## config.mk

```make
export PLATFORM = sky130hd
export DESIGN_NAME = ilv_secded_mem
export DESIGN_NICKNAME = d
export VERILOG_FILES = /design/src/rtl/ilv_secded_pkg.sv /design/src/rtl/ilv_hm_enc.sv /design/src/rtl/ilv_hm_dec.sv /design/src/rtl/ilv_word_store.sv /design/src/rtl/ilv_secded_mem.sv
export SDC_FILE = /design/constraint.sdc
export NUM_CORES = 1
export LEC_CHECK = 0
export BUFFER_PORTS_ARGS = -buffer_cell sky130_fd_sc_hd__buf_2
export CORE_UTILIZATION = 30
export CTS_BUF_LIST = sky130_fd_sc_hd__clkbuf_4
export CTS_CLUSTER_DIAMETER = 30
export DETAILED_ROUTE_END_ITERATION = 7
export PLACE_DENSITY = 0.44
export SYNTH_ARGS = -nofsm -noshare
export SYNTH_HDL_FRONTEND = slang
export SYNTH_SLANG_ARGS = --single-unit
```

## constraint.sdc

```tcl
create_clock -name clk -period 9.6 [get_ports clk]
set_input_delay 1.92 -clock clk [delete_from_list [all_inputs] [get_ports clk]]
set_output_delay 1.92 -clock clk [all_outputs]
set_load 0.1 [all_outputs]
```

## src/rtl/ilv_secded_pkg.sv

```systemverilog
package ilv_secded_pkg;
    localparam int HALF_W = 4;
    localparam int LANES  = 2;
    localparam int CW_W   = HALF_W + 4;
    localparam int DATA_W = HALF_W * LANES;
    localparam int WORD_W = CW_W * LANES;

    typedef enum logic [1:0] {
        OP_IDLE,
        OP_WRITE,
        OP_READ,
        OP_INJECT
    } op_e;
endpackage

```

## src/rtl/ilv_hm_enc.sv

```systemverilog
module ilv_hm_enc
    import ilv_secded_pkg::*;
(
    input  logic [HALF_W-1:0] nib,
    output logic [CW_W-1:0]   cw
);
    logic [CW_W-2:0] h;

    always_comb begin
        h[2] = nib[0];
        h[4] = nib[1];
        h[5] = nib[2];
        h[6] = nib[3];
        h[0] = nib[0] ^ nib[1] ^ nib[3];
        h[1] = nib[0] ^ nib[2] ^ nib[3];
        h[3] = nib[1] ^ nib[2] ^ nib[3];
        cw   = {^h, h};
    end
endmodule

```

## src/rtl/ilv_hm_dec.sv

```systemverilog
module ilv_hm_dec
    import ilv_secded_pkg::*;
(
    input  logic [CW_W-1:0]   cw,
    output logic [HALF_W-1:0] nib,
    output logic              fix_one,
    output logic              bad_two
);
    logic [2:0]      syn;
    logic [2:0]      syn_after;
    logic            par_bad;
    logic [CW_W-1:0] fixed;

    always_comb begin
        syn[0]  = cw[0] ^ cw[2] ^ cw[4] ^ cw[6];
        syn[1]  = cw[1] ^ cw[2] ^ cw[5] ^ cw[6];
        syn[2]  = cw[3] ^ cw[4] ^ cw[5] ^ cw[6];
        par_bad = ^cw;
        fixed   = cw;
        if (par_bad && (syn != 3'd0)) begin
            fixed[syn - 3'd1] = ~cw[syn - 3'd1];
        end
        nib     = {fixed[6], fixed[5], fixed[4], fixed[2]};
        fix_one = par_bad;
        bad_two = !par_bad && (syn != 3'd0);
    end

    // syndrome recomputed on the repaired word, used by the check below
    always_comb begin
        syn_after[0] = fixed[0] ^ fixed[2] ^ fixed[4] ^ fixed[6];
        syn_after[1] = fixed[1] ^ fixed[2] ^ fixed[5] ^ fixed[6];
        syn_after[2] = fixed[3] ^ fixed[4] ^ fixed[5] ^ fixed[6];
        if (fix_one) begin
            AST_FIX_CLEARS_SYNDROME: assert (syn_after == 3'd0) else $error("repair left syndrome");
        end
    end
endmodule

```

## src/rtl/ilv_word_store.sv

```systemverilog
module ilv_word_store
    import ilv_secded_pkg::*;
#(
    parameter int ADDR_W = 4
) (
    input  logic              clk,
    input  logic              rst_n,
    input  logic              wr_en,
    input  logic [ADDR_W-1:0] wr_addr,
    input  logic [WORD_W-1:0] wr_word,
    input  logic              flip_en,
    input  logic [ADDR_W-1:0] flip_addr,
    input  logic [WORD_W-1:0] flip_mask,
    input  logic [ADDR_W-1:0] rd_addr,
    output logic [WORD_W-1:0] rd_word
);
    localparam int DEPTH = 1 << ADDR_W;

    logic [WORD_W-1:0] mem [DEPTH];

    always_ff @(posedge clk) begin
        if (!rst_n) begin
            for (int i = 0; i < DEPTH; i++) begin
                mem[i] <= '0;
            end
        end else if (wr_en) begin
            mem[wr_addr] <= wr_word;
        end else if (flip_en) begin
            mem[flip_addr] <= mem[flip_addr] ^ flip_mask;
        end
    end

    assign rd_word = mem[rd_addr];

    AST_WRITE_LANDS: assert property (@(posedge clk) disable iff (!rst_n)
        wr_en |=> mem[$past(wr_addr)] == $past(wr_word));

    AST_FLIP_XORS: assert property (@(posedge clk) disable iff (!rst_n)
        (flip_en && !wr_en) |=> mem[$past(flip_addr)] == ($past(mem[flip_addr]) ^ $past(flip_mask)));

    AST_ONE_PORT_ACTIVE: assert property (@(posedge clk) disable iff (!rst_n)
        !(wr_en && flip_en));
endmodule

```

## src/rtl/ilv_secded_mem.sv

```systemverilog
module ilv_secded_mem
    import ilv_secded_pkg::*;
#(
    parameter int ADDR_W = 4
) (
    input  logic              clk,
    input  logic              rst_n,
    input  logic              ce,
    input  logic              we,
    input  logic [ADDR_W-1:0] addr,
    input  logic [DATA_W-1:0] wr_data,
    output logic [DATA_W-1:0] rd_data,
    output logic              corrected,
    output logic              uncorrectable,
    input  logic              inj_en,
    input  logic [ADDR_W-1:0] inj_addr,
    input  logic [WORD_W-1:0] inj_mask
);
    op_e               op_d;
    op_e               op_q;
    logic [ADDR_W-1:0] addr_q;
    logic [CW_W-1:0]   enc_cw [LANES];
    logic [CW_W-1:0]   dec_cw [LANES];
    logic [WORD_W-1:0] wr_word;
    logic [WORD_W-1:0] rd_word;
    logic [DATA_W-1:0] dec_data;
    logic [LANES-1:0]  lane_fix;
    logic [LANES-1:0]  lane_bad;

    // operation chosen this cycle
    always_comb begin
        op_d = OP_IDLE;
        if (ce) begin
            op_d = we ? OP_WRITE : OP_READ;
        end else if (inj_en) begin
            op_d = OP_INJECT;
        end
    end

    // state register: operation of the previous cycle
    always_ff @(posedge clk) begin
        if (!rst_n) begin
            op_q   <= OP_IDLE;
            addr_q <= '0;
        end else begin
            op_q   <= op_d;
            addr_q <= addr;
        end
    end

    // output registers
    always_ff @(posedge clk) begin
        if (!rst_n) begin
            rd_data       <= '0;
            corrected     <= 1'b0;
            uncorrectable <= 1'b0;
        end else begin
            unique case (op_d)
                OP_READ: begin
                    rd_data       <= dec_data;
                    corrected     <= |lane_fix;
                    uncorrectable <= |lane_bad;
                end
                OP_IDLE, OP_WRITE, OP_INJECT: begin
                end
            endcase
        end
    end

    for (genvar l = 0; l < LANES; l++) begin : g_lane
        ilv_hm_enc u_enc (
            .nib (wr_data[l*HALF_W +: HALF_W]),
            .cw  (enc_cw[l])
        );
        ilv_hm_dec u_dec (
            .cw      (dec_cw[l]),
            .nib     (dec_data[l*HALF_W +: HALF_W]),
            .fix_one (lane_fix[l]),
            .bad_two (lane_bad[l])
        );
        for (genvar k = 0; k < CW_W; k++) begin : g_bit
            assign wr_word[k*LANES + l] = enc_cw[l][k];
            assign dec_cw[l][k]         = rd_word[k*LANES + l];
        end
    end

    ilv_word_store #(.ADDR_W(ADDR_W)) u_store (
        .clk       (clk),
        .rst_n     (rst_n),
        .wr_en     (op_d == OP_WRITE),
        .wr_addr   (addr),
        .wr_word   (wr_word),
        .flip_en   (op_d == OP_INJECT),
        .flip_addr (inj_addr),
        .flip_mask (inj_mask),
        .rd_addr   (addr),
        .rd_word   (rd_word)
    );

    AST_HOLD_OUTPUTS: assert property (@(posedge clk) disable iff (!rst_n)
        (op_d != OP_READ) |=> ($stable(rd_data) && $stable(corrected) && $stable(uncorrectable)));

    AST_WRITE_READ_ROUNDTRIP: assert property (@(posedge clk) disable iff (!rst_n)
        (op_q == OP_WRITE && op_d == OP_READ && addr == addr_q)
        |=> (rd_data == $past(wr_data, 2) && !corrected && !uncorrectable));
endmodule

```

======== Word-level counts from Yosys, hierarchy flattened ========
Memories as Yosys holds them, arrays and structs flattened.
Cells that the tools add are included.
cells by class
  bitwise operators ....................... 33
  muxes and demuxes ....................... 29
  equal/unequal tests ..................... 3
  reductions and logical operators ........ 18
  $lt $le $gt $ge ......................... 4
  add/subtract/negate cells ............... 2
operator list
  kind                 count
  $mux 16              2
  $reduce_or 16->1     2
  $xor 1x1->1          30
  $bwmux 8             2
  $reduce_xor 8->1     2
  $xor 16x16->16       1
  $mux 1               14
  $mux 7               2
  $reduce_xor 7->1     2
  $lt 3x4->1 const B   2
  $mux 4               2
  $bmux 1 s3           2
  $demux 1 s3          2
  $ge 3x1->1 const B   2
  $logic_and 1x1->1    6
  $mux 2               3
  $reduce_bool 3->1    2
  $sub 3x1->3 const B  2
  $eq 2x2->1 const B   2
  $reduce_or 2->1      2
  $eq 2x1->1 const B   1
  $logic_not 1->1      2
  $not 1->1            2
storage, ports and cells
  output and inout bits ................... 10
  memories ................................ 1
  register bits ........................... 10
  memory bits (writable) .................. 256
memory list
  memory       depth  bits a word  read ports  clocked after Yosys merged registers in  write ports  line                  text
  u_store.mem  16     16           2           0                                        16           ilv_word_store.sv:19  logic [WORD_W-1:0] mem [DEPTH];

======== Longest topological paths before layout ========
Gate-level depths: netlist (run 1).
An unclocked memory read counts as a cell.
  depth in word-level cells ............... 11
  gate-level depth with buffers ........... 15

======== Cells and area by module ========
From an unflattened synthesis (run 1), not the netlist that was laid out.
unflattened totals
  cell total of the unflattened synthesis .. 1278
  area, all modules ....................... 16015.4 um^2
modules (own cells, without submodules)
  module                         cells an instance  instances  area an instance (um^2)
  ilv_word_store                 1048               1          14146.1
  ilv_hm_dec at g_lane[1].u_dec  87                 1          583.1
  ilv_hm_dec at g_lane[0].u_dec  81                 1          560.5
  ilv_secded_mem                 46                 1          460.4
  ilv_hm_enc                     8                  2          132.6

======== Worst setup path after synthesis (run 1) ========
OpenSTA, ideal clock, no wires.
  path type ............................... input -> register
  start ................................... input addr[0]
  end ..................................... register rd_data[7]
  setup time .............................. 117 ps
  slack ................................... 4278 ps
  data required time ...................... 9483 ps
  buffers on the path ..................... 3
  stages .................................. 14
  data arrival time ....................... 5206 ps
  path through ............................ buf_6 -> buf_12 -> buf_12 -> mux4_1 -> nand3_1 -> nand3_1 -> xor2_1 -> xor2_1 -> or3_1 -> nand2_1 -> ha_1 -> o21bai_1 -> o311a_1 -> a22o_1
on the way
  longest elaborated chain between the ends .. 11
  elaborated cells on any way between the ends .. 24
  those cells by class .................... 1 x add/sub; 2 x order compare; 6 x mux; 10 x bitwise; 4 x reduce/logical; 1 x memory
ends and longest elaborated chain
  what                                                                   line                                                  text
  start, declared                                                        ilv_secded_mem.sv:10                                  input logic [ADDR_W-1:0] addr,
  $mem_v2 16x16 (*)                                                      n/a
  $xor 1x1->1, on equally long branches (3 in series)                    ilv_hm_dec.sv:15, ilv_hm_dec.sv:16, ilv_hm_dec.sv:17
  $sub 3x1->3                                                            ilv_hm_dec.sv:21                                      fixed[syn - 3'd1] = ~cw[syn - 3'd1];
  $lt 3x4->1 (implied by the code) / $ge 3x1->1 (equally long branches)  ilv_hm_dec.sv:21
  $logic_and 1x1->1 (implied by the code)                                ilv_hm_dec.sv:21
  $mux 1 (implied by the code)                                           ilv_hm_dec.sv:21
  $demux 1 s3                                                            n/a
  $bwmux 8                                                               ilv_hm_dec.sv:21
  $mux 7 (*)                                                             ilv_hm_dec.sv:20                                      if (par_bad && (syn != 3'd0)) begin
  end signal, assigned                                                   ilv_secded_mem.sv:60                                  rd_data <= dec_data;
  end, declared                                                          ilv_secded_mem.sv:12                                  output logic [DATA_W-1:0] rd_data,
Every way passes the cells marked *; elsewhere a longest branch is shown, timed or not. The select of a mux whose other input is x is not followed.
A chain may end at the register's enable or synchronous reset.

======== Worst setup path in the final report (run 1) ========
  start ................................... input addr[0]
  end ..................................... register rd_data[2]
The elaborated chain is that of the path after synthesis.

==> results by group, run 1 <==
Floorplanning
  • CORE AREA: 0.0477 mm^2
  • Starting density of the core: 30.4%
  • DIE HEIGHT: 222 um
  • Die width: between 200 and 250 um
  • Standard-cell rows: 80
  • IO Pins: 47
  • Die area: 0.0492 mm^2

Synth
  • Number of synthesized flops with an enable pin: 256
  • Post-synth net total: 1,083
  • Synth warn: 0
  • Post-synthesis cell type count: 61
  • Mean Syn Cell Area: 13.9 um^2
  • Seq/Total Area, Yosys: 54.4%
  • Cells after Synth: between 1,000 and 1,500
  • Count leader, synth: nor2_1
  • Synth top cells by count: 278 x nor2_1, 256 x edfxtp_1, 146 x mux4_2
  • Largest cells by area after synthesis: edfxtp_1 53%, mux4_2 23%, nor2_1 7.2%
  • Flops & latches, synth: 266
  • Post-synth top area share: 53.0%
  • Post-synth ARST share: 0%
  • Yosys top cell by area: edfxtp_1
  • Ys flop type: edfxtp_1
  • Cell Area, Synth: between 0.01 and 0.015 mm^2

GRT
  • Total grt overflow: 0
  • Global routing usage on met2: 35.0%
  • Initial antenna violation count: 1
  • Grt met3 use: ~3.2%
  • Layer with the highest usage: met2
  • Met1 Use GR: 25.5%
  • Number of global-route vias before repair: roughly 10,000
  • First-pass GRT wire length: 71,200 um
  • All-layer global routing usage: 20.3%
  • Pin count of the biggest net entering global routing: 43

STA
  • Pins Over Slew Limit: 0
  • Max_slew headroom: 18.2%
  • Clock Skew: 0.0446 ns
  • Fin crit period: 5.89 ns
  • Final Hold Vio Count: 0
  • Setup_tns: 0 ns
  • F_max: 0.170 GHz
  • Crit share post-route: around 61%
  • Final setup violation count: 0
  • Unrepaired setup endpoints after global routing: false
  • Slew of the pin with the lowest slew margin: 1.22 ns

Finish
  • Final-stage net count: 1,175
  • Fillers: 4,659
  • Share of cells above drive strength 1: 31.6%
  • Non-Filler Instances: 1,809
  • Final Util: 34.6%
  • Syn-to-layout area delta: 13.9%

Critical path
  • CP startpoint: addr[0]
  • Critical path, cell by cell: buf_4, buf_4, mux4_2, mux4_2, xnor2_1, xnor2_1, xor2_1, nor2_1, ha_1, or4_1, nor2_1, nor3_1, a311oi_1
  • Worst endpoint required time: just over 10 ns
  • Crit. End Element: register
  • CP max stage delay: 0.71 ns
  • Critical R2R Launch: u_store.mem[0][11]$_SDFFCE_PN0P_
  • CP arrival: 6.56 ns
  • Reg2Reg Setup Slack: 5.37 ns
  • CP Max Fanout: 36
  • Worst setup path endpoint: rd_data[2]$_SDFFE_PN0N_
  • Slowest-stage cell, CP: buf_4
  • Worst R2R End: rd_data[7]$_SDFFE_PN0N_
  • CP Launch Type: input port
  • Crit Path Category: in -> reg
  • FF-to-FF path depth: 11

Routing
  • Detailed Routing Iterations Pass 1: 5
  • DRC: 0
  • Per-cell routed wire length: 27.0 um
  • Final wirelength: around 49,000 um
  • DR iter-0 viols: 808
  • DR vias/cell: 5.37
  • Via count: about 10,000
  • Post-route ant nets: 0

Clocking
  • Deepest clock path buffer count: 3
  • Clk sink count: 266
  • Clk root buf: clkbuf_4
  • H-tree levels: 3
  • Postcts setup bufs: 0
  • CTS Buf Count: 80
  • Hold Buf Count CTS: 0
  • Post-cts sizing count: 0
  • CTS clock-pin slew for the worst setup and hold paths: approximately 0.060 ns
  • Clock Latency Late Sink: 0.77 ns
  • CTS tree: built

Flow run
  • Max cap viols: 0

Placed design
  • Dpl hpwl: roughly 30,000 um
  • GPL Wtd Cong: between 0.8 and 0.9
  • Placed insts: 1,668
  • I/O Buffers: 46

Power
  • Total power: 2.99 mW
  • VDD IR max: 0.0681 mV
  • Leakage: approximately 6.0 nW
  • Cell Pwr Density: about 180 mW/mm^2

Run status
  • Outcome: finished clean

Min path
  • Worst hold path type: reg -> reg
  • WHS Path Cells: 2
[metal layers]
metal,part of all wire [%],up-vias
met2,51,392
li1,-,4206
met3,6.3,66
met1,40,5047
met4,2.6,0
met5,0,-
[flip-flops by register name (all words and copies together), names as in the netlist]
signal / count
u_store.mem: 256
rd_data: 8
corrected: 1
uncorrectable: 1
[logic make-up after synthesis]
kind of cell	Yosys count	synth area share, %
AO/OA/AOI/OAI	71	3.15
flip-flops	266	54.4
AND/OR/NAND/NOR	394	11.2
buffers and inverters	86	2.67
adder cells (fa/ha/maj)	4	0.310
multiplexers	163	24.2
XOR/XNOR	60	4.12
[worst max-delay path, delay by kind of cell]
family,cells,cell delay [ns]
AOI/OAI and AO/OA,1,0.23
xor gates and xnor gates,3,0.76
muxes,2,1.22
buffers and inverters,2,1.29
adders and majority gates,1,0.30
and+or+nand+nor,4,0.80
[power by group]
part / internal, mW / switching (mW)
clock: 0.613 / 0.520
combinational: 0.195 / 0.332
sequential: 1.31 / 0.0191
[layout by cell type, fill, tap and decap left out, types with 3 or more instances in the layout]
cell type | Yosys | routed
o22ai_1 | 3 | 3
nor2_1 | 278 | 278
nand3_1 | 15 | 15
nor2b_1 | 9 | 9
buf_4 | 3 | 49
nor3_1 | 3 | 3
buf_2 | 5 | 43
bufinv_16 | 0 | 3
a31oi_1 | 5 | 5
edfxtp_1 | 256 | 256
nand2b_1 | 6 | 6
mux4_1 | 3 | 3
clkinv_2 | 0 | 8
xor2_1 | 26 | 26
a22oi_1 | 7 | 7
mux4_2 | 146 | 146
a21oi_1 | 12 | 12
inv_1 | 3 | 3
clkbuf_4 | 0 | 110
clkinv_1 | 0 | 14
nand3b_1 | 3 | 3
nand2_1 | 63 | 62
dfxtp_1 | 10 | 10
xnor2_1 | 29 | 29
o21ai_0 | 12 | 12
mux2i_1 | 12 | 12
o21ai_1 | 11 | 11
[worst min path at each step]
stage                     slack [ns]                     from                 endpoint
after floorplan                 0.88  rd_data[3]$_SDFFE_PN0N_  rd_data[3]$_SDFFE_PN0N_
after global placement          0.45  rd_data[3]$_SDFFE_PN0N_  rd_data[3]$_SDFFE_PN0N_
after detailed placement        0.45  rd_data[3]$_SDFFE_PN0N_  rd_data[3]$_SDFFE_PN0N_
after CTS                       0.45  rd_data[3]$_SDFFE_PN0N_  rd_data[3]$_SDFFE_PN0N_
after global routing            0.48  rd_data[3]$_SDFFE_PN0N_  rd_data[3]$_SDFFE_PN0N_
final                           0.45  rd_data[3]$_SDFFE_PN0N_  rd_data[3]$_SDFFE_PN0N_
[per-stage QoR]
stage	hold slack [ns]	worst slack, ns	cell area (um^2)
2_1_floorplan	0.882	4.28	14500
3_3_place_gp	0.448	2.90	15500
3_5_place_dp	0.447	2.87	15500
4_1_cts	0.452	3.68	16500
5_1_grt	0.478	3.37	16500
6_report	0.453	3.71	16500
[cell type report]
cell class | instances | area (um^2) | area share (%)
Timing Repair Buffer | 92 | 583 | 3.53
Inverter | 4 | 15.0 | 0.0908
Clock inverter | 29 | 211 | 1.28
Clock buffer | 110 | 826 | 5.00
Multi-Input combinational cell | 692 | 6230 | 37.7
Tap cell | 615 | 769 | 4.66
Antenna cell | 1 | 2.50 | 0.0151
Sequential cell | 266 | 7890 | 47.7
No activity file was read; power rests on OpenSTA's default activity.
==> inputs of run 2 (changes only) <==
--- a/config.mk
+++ b/config.mk
@@ -10,7 +10,7 @@
 export CTS_BUF_LIST = sky130_fd_sc_hd__clkbuf_4
 export CTS_CLUSTER_DIAMETER = 30
 export DETAILED_ROUTE_END_ITERATION = 7
-export PLACE_DENSITY = 0.44
+export PLACE_DENSITY = 0.46
 export SYNTH_ARGS = -nofsm -noshare
 export SYNTH_HDL_FRONTEND = slang
 export SYNTH_SLANG_ARGS = --single-unit
==> constraint.sdc (replaced) <==
create_clock -name clk -period 4.7 [get_ports clk]
set_input_delay 0.94 -clock clk [delete_from_list [all_inputs] [get_ports clk]]
set_output_delay 0.94 -clock clk [all_outputs]
set_load 0.1 [all_outputs]
==> run 2 against run 1 <==
Clock skew is 0.0022 ns higher. Combinational power is 120% higher. Design area is 3.1% higher. Critical path depth is 1 lower. Sequential power is 100% higher. First-iteration DRC count is 15% higher. Routed wire length is 0.97% higher. Largest cell class unchanged. Largest power group unchanged.
==> results by group, run 2 (same netlist as run 1, synthesis figures left out) <==
Min path
  • Worst hold path type: reg -> reg

GRT
  • Total grt overflow: 0 (unchanged)
  • Pin count of the biggest net entering global routing: 41 (-4.7%)
  • Number of global-route vias before repair: 10,200 (+2.1%)
  • All-layer global routing usage: 20.5% (+0.17 points)
  • First-pass GRT wire length: 71,600 um (+0.68%)
  • Initial antenna violation count: 1 (unchanged)

STA
  • Max_slew headroom: 45.4% (+27 points)
  • Final setup violation count: 0 (unchanged)
  • Unrepaired setup endpoints after global routing: false
  • Final Hold Vio Count: 0 (unchanged)
  • Crit share post-route: 81.1%
  • Pins Over Slew Limit: 0 (unchanged)
  • Clock Skew: 0.0467 ns (+0.00217 ns)
  • Fin crit period: 3.81 ns
  • Setup_tns: 0 ns (unchanged)
  • F_max: 0.262 GHz
  • Slew of the pin with the lowest slew margin: 0.820 ns (-0.399 ns)

Clocking
  • Hold Buf Count CTS: 0 (unchanged)
  • Clk root buf: clkbuf_4
  • Clock Latency Late Sink: 0.78 ns (about the same)
  • Deepest clock path buffer count: 3 (unchanged)
  • CTS clock-pin slew for the worst setup and hold paths: 0.06 ns (about the same)
  • Postcts setup bufs: 0 (unchanged)
  • Clk sink count: 266 (unchanged)
  • CTS tree: built
  • CTS Buf Count: 83 (+3.8%)
  • Post-cts sizing count: 0 (unchanged)
  • H-tree levels: 3 (unchanged)

Placed design
  • Dpl hpwl: 32,200 um (+6.4%)
  • GPL Wtd Cong: 0.805 (-1.3%)
  • Post-DP Area: 0.0160 mm^2 (+3.2%)
  • I/O Buffers: 46 (unchanged)
  • Placed insts: 1,714 (+2.8%)

Routing
  • Final wirelength: 49,300 um (+0.97%)
  • DR vias/cell: 5.32 (-0.94%)
  • Via count: 9,902 (+2.0%)
  • Per-cell routed wire length: 26.5 um (-1.9%)
  • DR iter-0 viols: 927 (+15%)
  • DRC: 0 (unchanged)
  • Detailed Routing Iterations Pass 1: 5 (unchanged)
  • Post-route ant nets: 0 (unchanged)

Floorplanning
  • CORE AREA: 0.0477 mm^2 (unchanged)
  • Die area: 0.0492 mm^2 (unchanged)
  • Starting density of the core: 30.4% (unchanged)
  • Standard-cell rows: 80 (unchanged)
  • IO Pins: 47 (unchanged)
  • DIE HEIGHT: 222 um (unchanged)
  • Die width: 222 um (unchanged)

Critical path
  • Worst endpoint required time: 5.34 ns (-4.93 ns)
  • CP Max Fanout: 17 (-53%)
  • CP arrival: 4.46 ns (-2.10 ns)
  • Crit Path Category: in -> reg
  • CP Launch Type: input port
  • Crit. End Element: register

Power
  • NetSw: 1.83 mW (+110%)
  • Leakage: 6.32 nW (+4.8%)
  • Clock Power Share: 37.5% (-0.4 points)
  • Sequential Power Share: 43.8% (-0.7 points)
  • Sw Ratio: 29.4% (+0.32 points)
  • Cell Pwr Density: 365 mW/mm^2 (+100%)
  • VDD IR max: 0.134 mV (+97%)
  • Internal power: 4.38 mW (+110%)
  • Combinational Power Share: 18.8% (+1.2 points)

Finish
  • Final-stage net count: 1,223 (+4.1%)
  • Non-Filler Instances: 1,862 (+2.9%)
  • Cell area after layout: 0.0170 mm^2 (+3.1%)
  • Max FFs per register: 256 (unchanged)
  • Share of cells above drive strength 1: 34.1% (+2.5 points)
  • Most frequent cells in the layout: 278 x nor2_1, 256 x edfxtp_1, 146 x mux4_2
  • Largest registers: u_store.mem: 256 flops, rd_data: 8 flops
  • Register with the highest flop count: u_store.mem
  • Final Util: 35.7% (+1.1 points)
  • Syn-to-layout area delta: 17.4%
  • Most common cell after layout, fill and taps aside: nor2_1

Flow run
  • Max cap viols: 0 (unchanged)

Run status
  • Outcome: finished clean
-- run 2: cell count changes in the layout (fill, tap and decap cells not counted), sizes merged --
cell      previous run  this run
buf                 92       137
clkinv              24        36
clkbuf             110       105
clkinvlp             1         2
-- run 2: path summary, 6_finish.rpt --
path,depth (start not counted),startpoint,slack (ns),end
setup reg to reg,11,u_store.mem[11][10]$_SDFFCE_PN0P_,1.23,rd_data[2]$_SDFFE_PN0N_
hold / removal,2,rd_data[3]$_SDFFE_PN0N_,0.46,rd_data[3]$_SDFFE_PN0N_
hold reg to reg,2,rd_data[3]$_SDFFE_PN0N_,0.46,rd_data[3]$_SDFFE_PN0N_
setup / recovery,12,addr[0],0.89,rd_data[2]$_SDFFE_PN0N_
-- run 2: critical path, cell delays in order --
cell and delay (ns):
buf_4 0.34, buf_12 0.21, mux4_2 0.50, mux4_2 0.63
xnor2_1 0.29, xor2_1 0.22, nor2_1 0.07, ha_1 0.30
or4_1 0.50, nor2_1 0.14, nor3_1 0.06, a311oi_1 0.24
-- run 2: routing by layer --
layer	GRT usage [%]	vias to the layer above	wire length [um]
met4	9.18	0	1840
met3	4.43	94	3450
met2	32.9	409	23300
met5	0	-	0
li1	-	4316	-
met1	26.5	5083	20700
-- run 2: through the flow --
stage                     setup slack [ns]  hold slack (ns)  power, mW
after detailed placement             0.126            0.465       3.94
after CTS                            0.909            0.474       6.28
final                                0.887            0.461       6.21
after global placement               0.105            0.445       3.94
after floorplan                      0.358            0.882       3.53
after global routing                 0.679            0.480       6.50
-- run 2: power groups by stage --
stage / combinational, mW / sequential (mW) / clock [mW]
6_report: 1.17 / 2.72 / 2.33
5_1_grt: 1.25 / 2.73 / 2.52
4_1_cts: 1.18 / 2.72 / 2.38
3_5_place_dp: 1.17 / 2.77 / 0
3_3_place_gp: 1.17 / 2.77 / 0
2_1_floorplan: 0.717 / 2.81 / 0
-- run 2: area by class of cell --
| cell class | count | area (um^2) |
|---|---|---|
| fillers | 4616 | 30700 |
| flip-flops and latches | 266 | 7890 |
| multi-input cells | 692 | 6230 |
| repair buffers | 137 | 1070 |
| clock buffers | 105 | 788 |
| well taps | 615 | 769 |
| clock inverters | 42 | 269 |
| inverters | 4 | 15.0 |
| diodes | 1 | 2.50 |
